$ cat config.mk
export PLATFORM = sky130hd
export DESIGN_NAME = irq_fanout_mux
export DESIGN_NICKNAME = d
export VERILOG_FILES = /design/src/rtl/irqmux_pkg.sv /design/src/rtl/irqmux_sync.sv /design/src/rtl/irqmux_regs.sv /design/src/rtl/irqmux_chan.sv /design/src/rtl/irq_fanout_mux.sv
export SDC_FILE = /design/constraint.sdc
export NUM_CORES = 1
export LEC_CHECK = 0
export BUFFER_PORTS_ARGS = -buffer_cell sky130_fd_sc_hd__buf_2
export CORE_MARGIN = 3
export CORE_UTILIZATION = 40
export CTS_CLUSTER_DIAMETER = 100
export DETAILED_ROUTE_END_ITERATION = 7
export PLACE_DENSITY = 0.67
export SETUP_SLACK_MARGIN = 0.4
export SLEW_MARGIN = 40
export SYNTH_ARGS = -nofsm -noshare
export SYNTH_HDL_FRONTEND = slang
export SYNTH_SLANG_ARGS = --single-unit
$ cat constraint.sdc
create_clock -name clk -period 2.76 [get_ports clk]
set_clock_uncertainty 0.05 [all_clocks]
set_input_delay 0.414 -clock clk [delete_from_list [all_inputs] [get_ports clk]]
set_output_delay 0.414 -clock clk [all_outputs]
set_load 0.005 [all_outputs]
$ cat src/rtl/irqmux_pkg.sv
package irqmux_pkg;

  typedef enum logic [1:0] {
    REG_NONE = 2'd0,
    REG_EN   = 2'd1,
    REG_PEND = 2'd2
  } reg_kind_e;

  // Classify a byte address as an enable register, a pending register or unmapped.
  function automatic reg_kind_e decode_kind(input logic [31:0] a, input int num_ch,
                                            input int stride, input int en_ofs,
                                            input int pend_ofs);
    int unsigned ai;
    int unsigned ch;
    int unsigned ofs;
    reg_kind_e   k;
    ai  = a;
    ch  = ai / stride;
    ofs = ai % stride;
    k   = REG_NONE;
    if (a[1:0] == 2'b00 && ch < num_ch) begin
      if (ofs == en_ofs)        k = REG_EN;
      else if (ofs == pend_ofs) k = REG_PEND;
    end
    return k;
  endfunction

  // Channel index of a byte address.
  function automatic int unsigned decode_chan(input logic [31:0] a, input int stride);
    int unsigned ai;
    ai = a;
    return ai / stride;
  endfunction

endpackage

$ cat src/rtl/irqmux_sync.sv
module irqmux_sync #(
  parameter int W      = 32,
  parameter int STAGES = 2
) (
  input  logic         clk,
  input  logic         rst_n,
  input  logic [W-1:0] d,
  output logic [W-1:0] q
);
  logic [STAGES-1:0][W-1:0] stage_q;

  always_ff @(posedge clk or negedge rst_n) begin
    if (!rst_n) stage_q[0] <= '0;
    else        stage_q[0] <= d;
  end

  for (genvar i = 1; i < STAGES; i++) begin : g_stage
    always_ff @(posedge clk or negedge rst_n) begin
      if (!rst_n) stage_q[i] <= '0;
      else        stage_q[i] <= stage_q[i-1];
    end
  end

  assign q = stage_q[STAGES-1];
endmodule

$ cat src/rtl/irqmux_regs.sv
module irqmux_regs
  import irqmux_pkg::*;
#(
  parameter int NUM_CH  = 8,
  parameter int NUM_SRC = 32,
  parameter int BUS_W   = 32,
  parameter int CH_W    = 3
) (
  input  logic                             clk,
  input  logic                             rst_n,
  input  logic                             wr_en,
  input  reg_kind_e                        wr_kind,
  input  logic [CH_W-1:0]                  wr_ch,
  input  logic [BUS_W-1:0]                 wdata,
  output logic [NUM_CH-1:0][NUM_SRC-1:0]   en_q
);
  for (genvar c = 0; c < NUM_CH; c++) begin : g_en
    logic hit;
    assign hit = wr_en && (wr_kind == REG_EN) && (wr_ch == CH_W'(c));
    always_ff @(posedge clk or negedge rst_n) begin
      if (!rst_n)   en_q[c] <= '0;
      else if (hit) en_q[c] <= wdata[NUM_SRC-1:0];
    end
  end
endmodule

$ cat src/rtl/irqmux_chan.sv
module irqmux_chan #(
  parameter int NUM_SRC = 32
) (
  input  logic               clk,
  input  logic               rst_n,
  input  logic [NUM_SRC-1:0] sync_src,
  input  logic [NUM_SRC-1:0] en,
  output logic [NUM_SRC-1:0] pend,
  output logic               irq
);
  assign pend = sync_src & en;

  always_ff @(posedge clk or negedge rst_n) begin
    if (!rst_n) irq <= 1'b0;
    else        irq <= |pend;
  end
endmodule

$ cat src/rtl/irq_fanout_mux.sv
module irq_fanout_mux
  import irqmux_pkg::*;
#(
  parameter int NUM_CH      = 8,
  parameter int NUM_SRC     = 32,
  parameter int BUS_W       = 32,
  parameter int ADDR_W      = 9,
  parameter int STRIDE      = 64,
  parameter int EN_OFS      = 16,
  parameter int PEND_OFS    = 32,
  parameter int SYNC_STAGES = 2
) (
  input  logic               clk,
  input  logic               rst_n,
  input  logic [NUM_SRC-1:0] src_in,
  input  logic               wr_en,
  input  logic               rd_en,
  input  logic [ADDR_W-1:0]  addr,
  input  logic [BUS_W-1:0]   wdata,
  output logic [BUS_W-1:0]   rdata,
  output logic [NUM_CH-1:0]  irq_out
);
  localparam int CH_W = (NUM_CH > 1) ? $clog2(NUM_CH) : 1;

  logic [NUM_SRC-1:0]               sync_src;
  logic [NUM_CH-1:0][NUM_SRC-1:0]   en_q;
  logic [NUM_CH-1:0][NUM_SRC-1:0]   pend_w;
  reg_kind_e                        acc_kind;
  logic [CH_W-1:0]                  acc_ch;

  assign acc_kind = decode_kind(32'(addr), NUM_CH, STRIDE, EN_OFS, PEND_OFS);
  assign acc_ch   = CH_W'(decode_chan(32'(addr), STRIDE));

  irqmux_sync #(.W(NUM_SRC), .STAGES(SYNC_STAGES)) u_sync (
    .clk(clk), .rst_n(rst_n), .d(src_in), .q(sync_src)
  );

  irqmux_regs #(.NUM_CH(NUM_CH), .NUM_SRC(NUM_SRC), .BUS_W(BUS_W), .CH_W(CH_W)) u_regs (
    .clk(clk), .rst_n(rst_n), .wr_en(wr_en), .wr_kind(acc_kind),
    .wr_ch(acc_ch), .wdata(wdata), .en_q(en_q)
  );

  for (genvar c = 0; c < NUM_CH; c++) begin : g_chan
    irqmux_chan #(.NUM_SRC(NUM_SRC)) u_chan (
      .clk(clk), .rst_n(rst_n), .sync_src(sync_src), .en(en_q[c]),
      .pend(pend_w[c]), .irq(irq_out[c])
    );
  end

  always_ff @(posedge clk or negedge rst_n) begin
    if (!rst_n) rdata <= '0;
    else if (rd_en) begin
      case (acc_kind)
        REG_EN:   rdata <= BUS_W'(en_q[acc_ch]);
        REG_PEND: rdata <= BUS_W'(pend_w[acc_ch]);
        default:  rdata <= '0;
      endcase
    end else rdata <= '0;
  end
endmodule

After elaboration in Yosys (flattened, before gate mapping). Index checks and enable logic that the tools add are counted.

Flip-flop bits (word level): 360. Input bits: 77. Output and inout port bits: 40. Logic and storage cells: 69.

Order comparisons: 2. Equality and inequality tests: 11. Mux-type cells: 9. Bitwise logic cells: 8. Reduce and logical (&&, ||, !) cells: 20.

Operators by type and width (number): bitwise AND 32 bit (8); OR reduction 32 bit (8); binary-select mux 32 bit (select 3 bit) (2); two-way mux 32 bit (3); case mux 32 bit (2 select lines) (1); == test 3 bit (second input constant) (4); logical AND 1 bit (10); < comparator 3 x 4 -> 1 bit (second input constant) (2); == test 3 x 2 -> 1 bit (second input constant) (2); == test 6 x 5 -> 1 bit (second input constant) (1); == test 6 bit (second input constant) (1); two-way mux 2 bit (3); == test 3 x 1 -> 1 bit (second input constant) (1); logical NOT 3 bit (1); == test 2 x 1 -> 1 bit (second input constant) (1); == test 2 bit (second input constant) (1); logical NOT 2 bit (1).

Depth between registers and ports, before layout.
Depth after elaboration: 7. Depth in mapped cells: 6. Gate-level depth less buffers: 3.

Cells and area by module. A second synthesis with hierarchy kept.

Cell total of the unflattened synthesis: 1555. Area, all modules: 19448.7 um^2.

By module, submodules not included: irqmux_regs (instances 1, cells each 551, area an instance 9615.5 um^2, seq. area each 6406.1 um^2); irq_fanout_mux (instances 1, cells each 540, area an instance 5408.9 um^2, seq. area each 800.8 um^2); irqmux_chan (instances 8, cells each 46, area an instance 322.8 um^2, seq. area each 25.0 um^2); irqmux_sync (instances 1, cells each 96, area an instance 1841.8 um^2, seq. area each 1601.5 um^2).

Least setup slack after synthesis. Ideal clock, no wire load.

Path kind: input -> register. Start point: input addr[1]. End point: register u_regs.en_q[193] (netlist name). Setup time: 0.125 ns. Arrival: 1.906 ns. Required time: 2.585 ns. Path slack: 0.679 ns. Stages: 4. Buffers on the path: 1. Path through: or4_4 -> nor4_4 -> buf_6 -> mux2_2.

Cells in the longest elaborated chain, start to end: 7. Elaborated cells between the ends (all ways): 10. Those cells by class: eq/ne (3); mux (3); reduce/logical (4).

Ends and longest elaborated chain: start, declared (RTL line irq_fanout_mux.sv:18) `input logic [ADDR_W-1:0] addr,`; == test 6 bit (RTL line irqmux_pkg.sv:23) `else if (ofs == pend_ofs) k = REG_PEND;`; two-way mux 2 bit (RTL line irqmux_pkg.sv:23); two-way mux 2 bit (RTL line irqmux_pkg.sv:22) `if (ofs == en_ofs) k = REG_EN;`; two-way mux 2 bit * (RTL line irqmux_pkg.sv:21) `if (a[1:0] == 2'b00 && ch < num_ch) begin`; == test 2 x 1 -> 1 bit * (RTL line irqmux_regs.sv:19) `assign hit = wr_en && (wr_kind == REG_EN) && (wr_ch == CH_W'(c));`; logical AND 1 bit * (2 in series) (RTL line irqmux_regs.sv:19); end signal, assigned by index (RTL line irqmux_regs.sv:22) `else if (hit) en_q[c] <= wdata[NUM_SRC-1:0];`; end, declared (RTL line irqmux_regs.sv:15) `output logic [NUM_CH-1:0][NUM_SRC-1:0] en_q`.

Mark *: on every way between the ends. The rest lies on a longest branch, timed or not. A chain may end at the register's enable or synchronous reset.

Worst setup path in the final report.
Start point: register u_sync.stage_q (netlist bit u_sync.q[12]). End point: register g_chan[0].u_chan.irq.

Cells in the longest elaborated chain, start to end: 2.

Ends and longest elaborated chain: start, declared (RTL line irqmux_sync.sv:10) `logic [STAGES-1:0][W-1:0] stage_q;`; start signal, assigned by index (RTL line irqmux_sync.sv:20) `else stage_q[i] <= stage_q[i-1];`; bitwise AND 32 bit (RTL line irqmux_chan.sv:11) `assign pend = sync_src & en;`; OR reduction 32 bit (RTL line irqmux_chan.sv:15) `else irq <= |pend;`; end signal, assigned (RTL line irqmux_chan.sv:15); end, declared (RTL line irqmux_chan.sv:9) `output logic irq`.

Every way passes these cells.

==> impl_metrics.json <==
{
  "ys_seq_elements": 360,
  "critPathMaxStageDelay_ps": 610,
  "dpl-instance-area_um2": 17300,
  "min_from": "wdata[10]",
  "crit_end": "g_chan[0].u_chan.irq",
  "die_w_um": 206.8,
  "cts_root_buffer": "clkbuf_16",
  "htreeDepth": 2,
  "synth_seq_area_share_pct": 55.84,
  "drtPass1Iterations": 5,
  "layout_common_cells": "mux2_2 (376), dfrtp_1 (360), a22oi_1 (128)",
  "rsz0062_at_grt": "no",
  "internal-power_mw": 9.487,
  "power_switching_share_pct": 23.16,
  "numPortBuffers": 116,
  "globalplace.congestion": 0.8832,
  "cp.depth": 3,
  "seqCellArea_um2": 9009,
  "clock_sinks": 360,
  "path_cells": "a22oi_1 > nand4_1 > or4_1",
  "critPathBufInv": 0,
  "end_kind": "register",
  "postSynthNetCount": 1248,
  "clk_latency_ps": 550,
  "cp_slowest_cell": "or4_1",
  "rows": 72,
  "cts_resized": 0,
  "grt_pass1_wl_um": 70120,
  "critPathLaunchType": "register",
  "final_common_cell": "mux2_2",
  "drv_cap": 0,
  "synth_warnings": 0,
  "syn_to_final_growth_pct": 18.30,
  "worst-path-max-fanout": 9,
  "timing.final.hold_violations": 0,
  "worstReg2RegStart": "u_sync.q[12]",
  "start_util_pct": 41.07,
  "grt_max_degree": 84,
  "synth_cell_types": 26,
  "p_leak_nw": 9.092,
  "hold-path-cell-count": 2,
  "fp.dieH_um": 206.8,
  "clk_path_buf_depth": 3,
  "drive_gt1_share_pct": 45.87,
  "startpoint": "u_sync.q[12]",
  "die-area_um2": 42780,
  "power_frac_comb_pct": 7.2,
  "n_fill_cell": 3478,
  "hold_buffers": 33,
  "power_switching_mw": 2.859,
  "setup_viol": 0,
  "antenna_found_initial": 5,
  "criticalPathCategory": "reg2reg",
  "p_per_area_nw_per_um2": 646.9,
  "r2r_end": "g_chan[0].u_chan.irq",
  "synth_area_um2": 16130,
  "num_vias": 10970,
  "required_ps": 3110,
  "tightest_slew_ps": 770.6,
  "syn_avg_cell_area_um2": 13.78,
  "finalCritPeriodShare_pct": 72.92,
  "core_um2": 39280,
  "setup_tns_ps": 0,
  "postCtsSetupBuffers": 0,
  "reg2reg_slack_ps": 750,
  "fmax_mhz": 496.8,
  "slew_headroom_pct": 48.63,
  "drv_slew": 0,
  "gr-usage-all-layers_pct": 21.73,
  "viasPerCell": 5.955,
  "clk_pin_slew_ps": 60,
  "p_clk_share_pct": 47.1,
  "critPathTopFamily": "simple AND/OR/NAND/NOR gates",
  "status": "finished clean",
  "hold_path_class": "in2reg",
  "hpwlAfterDp_um": 30620,
  "totalWireLength_um": 46300,
  "drc": 0,
  "stdcell_area_um2": 19090,
  "ios": 117,
  "nets": 1368,
  "syn_inst": 1171,
  "cts_tree": "built",
  "p_seq_share_pct": 45.6,
  "grt_pass1_vias": 11370,
  "cts_made_buffers": 40,
  "drt-wirelength-per-cell_um": 25.14,
  "holdWs_ps": 153.3,
  "r2r_cells": 3,
  "drt-initial-drc-count": 849,
  "cp.arrival_ps": 2360,
  "vdd_drop_max_mv": 0.3729,
  "period_needed_ps": 2013,
  "grt-ovfl-total": 0,
  "multi_input_area_um2": 6615,
  "ant_nets": 0
}
-- logic make-up (layout without fill, tap and decap cells) --
family                 after synthesis  in the layout  share of synthesized area (%)
muxes                              384            384                          26.80
DFF                                360            360                          55.84
AOI/OAI and AO/OA                  224            224                          10.42
buffers and inverters              109            259                          3.226
and+or+nand+nor                     94             94                          3.707
other                                0              3                              0
-- worst min path at each step --
stage | to | slack [ps]
6_report | u_regs.en_q[170] | 150
4_1_cts | u_regs.en_q[0] | 120
3_3_place_gp | u_sync.q[26] | 280
5_1_grt | u_regs.en_q[35] | 150
3_5_place_dp | u_sync.q[30] | 280
2_1_floorplan | g_chan[0].u_chan.irq | 70
-- per-stage QoR --
step	instances	total power, mW	setup WS [ps]	utilization, %
after floorplan	1171	6.125	678.9	-
after global placement	1734	6.552	406.2	44.04
after detailed placement	1734	6.575	357.1	44.04
after CTS	1839	12.45	770.5	48.57
after global routing	1841	12.75	709.0	48.59
final	1842	12.35	747.3	48.59
-- worst reg2reg max path: stages, from the launching register on --
cell and delay [ps]:
dfrtp_1 480, a22oi_1 480, nand4_1 260, or4_1 610
-- area by class of cell --
cell class                 instances  area share [%]
multi-input combinational        702           34.66
sequential                       360           47.20
timing repair buffer             186           7.080
tap                              518           3.396
clock buffer                      54           6.156
antenna                            3         0.03933
clock inverter                    18           1.449
inverter                           1         0.01967
-- synth_stat cells (all sizes together) --
| master | count | area [um^2] |
|---|---|---|
| mux2 | 384 | 4324 |
| dfrtp | 360 | 9009 |
| a22oi | 128 | 960.9 |
| clkbuf | 60 | 225.2 |
| buf | 48 | 291.5 |
| nand4 | 36 | 225.2 |
| nand3 | 33 | 165.2 |
| a211oi | 32 | 240.2 |
| o221ai | 32 | 280.3 |
| o22ai | 32 | 200.2 |
| or4 | 9 | 71.32 |
| nand2b | 3 | 18.77 |
| nor4 | 3 | 48.80 |
| and3b | 2 | 17.52 |
| and4 | 2 | 17.52 |
| nand2 | 2 | 7.510 |
| nor2b | 2 | 12.51 |
| inv | 1 | 3.750 |
| nor3b | 1 | 7.510 |
| or2 | 1 | 6.260 |
-- sequential cells by signal, summed over array words and instances (netlist names) --
register,flops
u_regs.en_q,256
u_sync.stage_q,32
g_chan.u_chan.irq,8
rdata,32
u_sync.q,32
-- layer usage --
metal	global-route usage [%]	routed length [um]	vias up
met3	4.861	2917	115
met4	10.84	2067	4
met1	27.50	18990	5688
li1	-	-	4757
met5	0	30	-
met2	35.37	22300	405
-- power by group through the flow --
| stage | Sequential [mW] | Clock [mW] | Combinational [mW] |
|---|---|---|---|
| CTS | 5.63 | 5.93 | 0.893 |
| global placement | 5.72 | 0 | 0.836 |
| global route | 5.66 | 6.14 | 0.957 |
| floorplan | 5.63 | 0 | 0.497 |
| detailed placement | 5.72 | 0 | 0.851 |
| finish | 5.63 | 5.82 | 0.893 |
No activity file was read; power rests on OpenSTA's default activity.
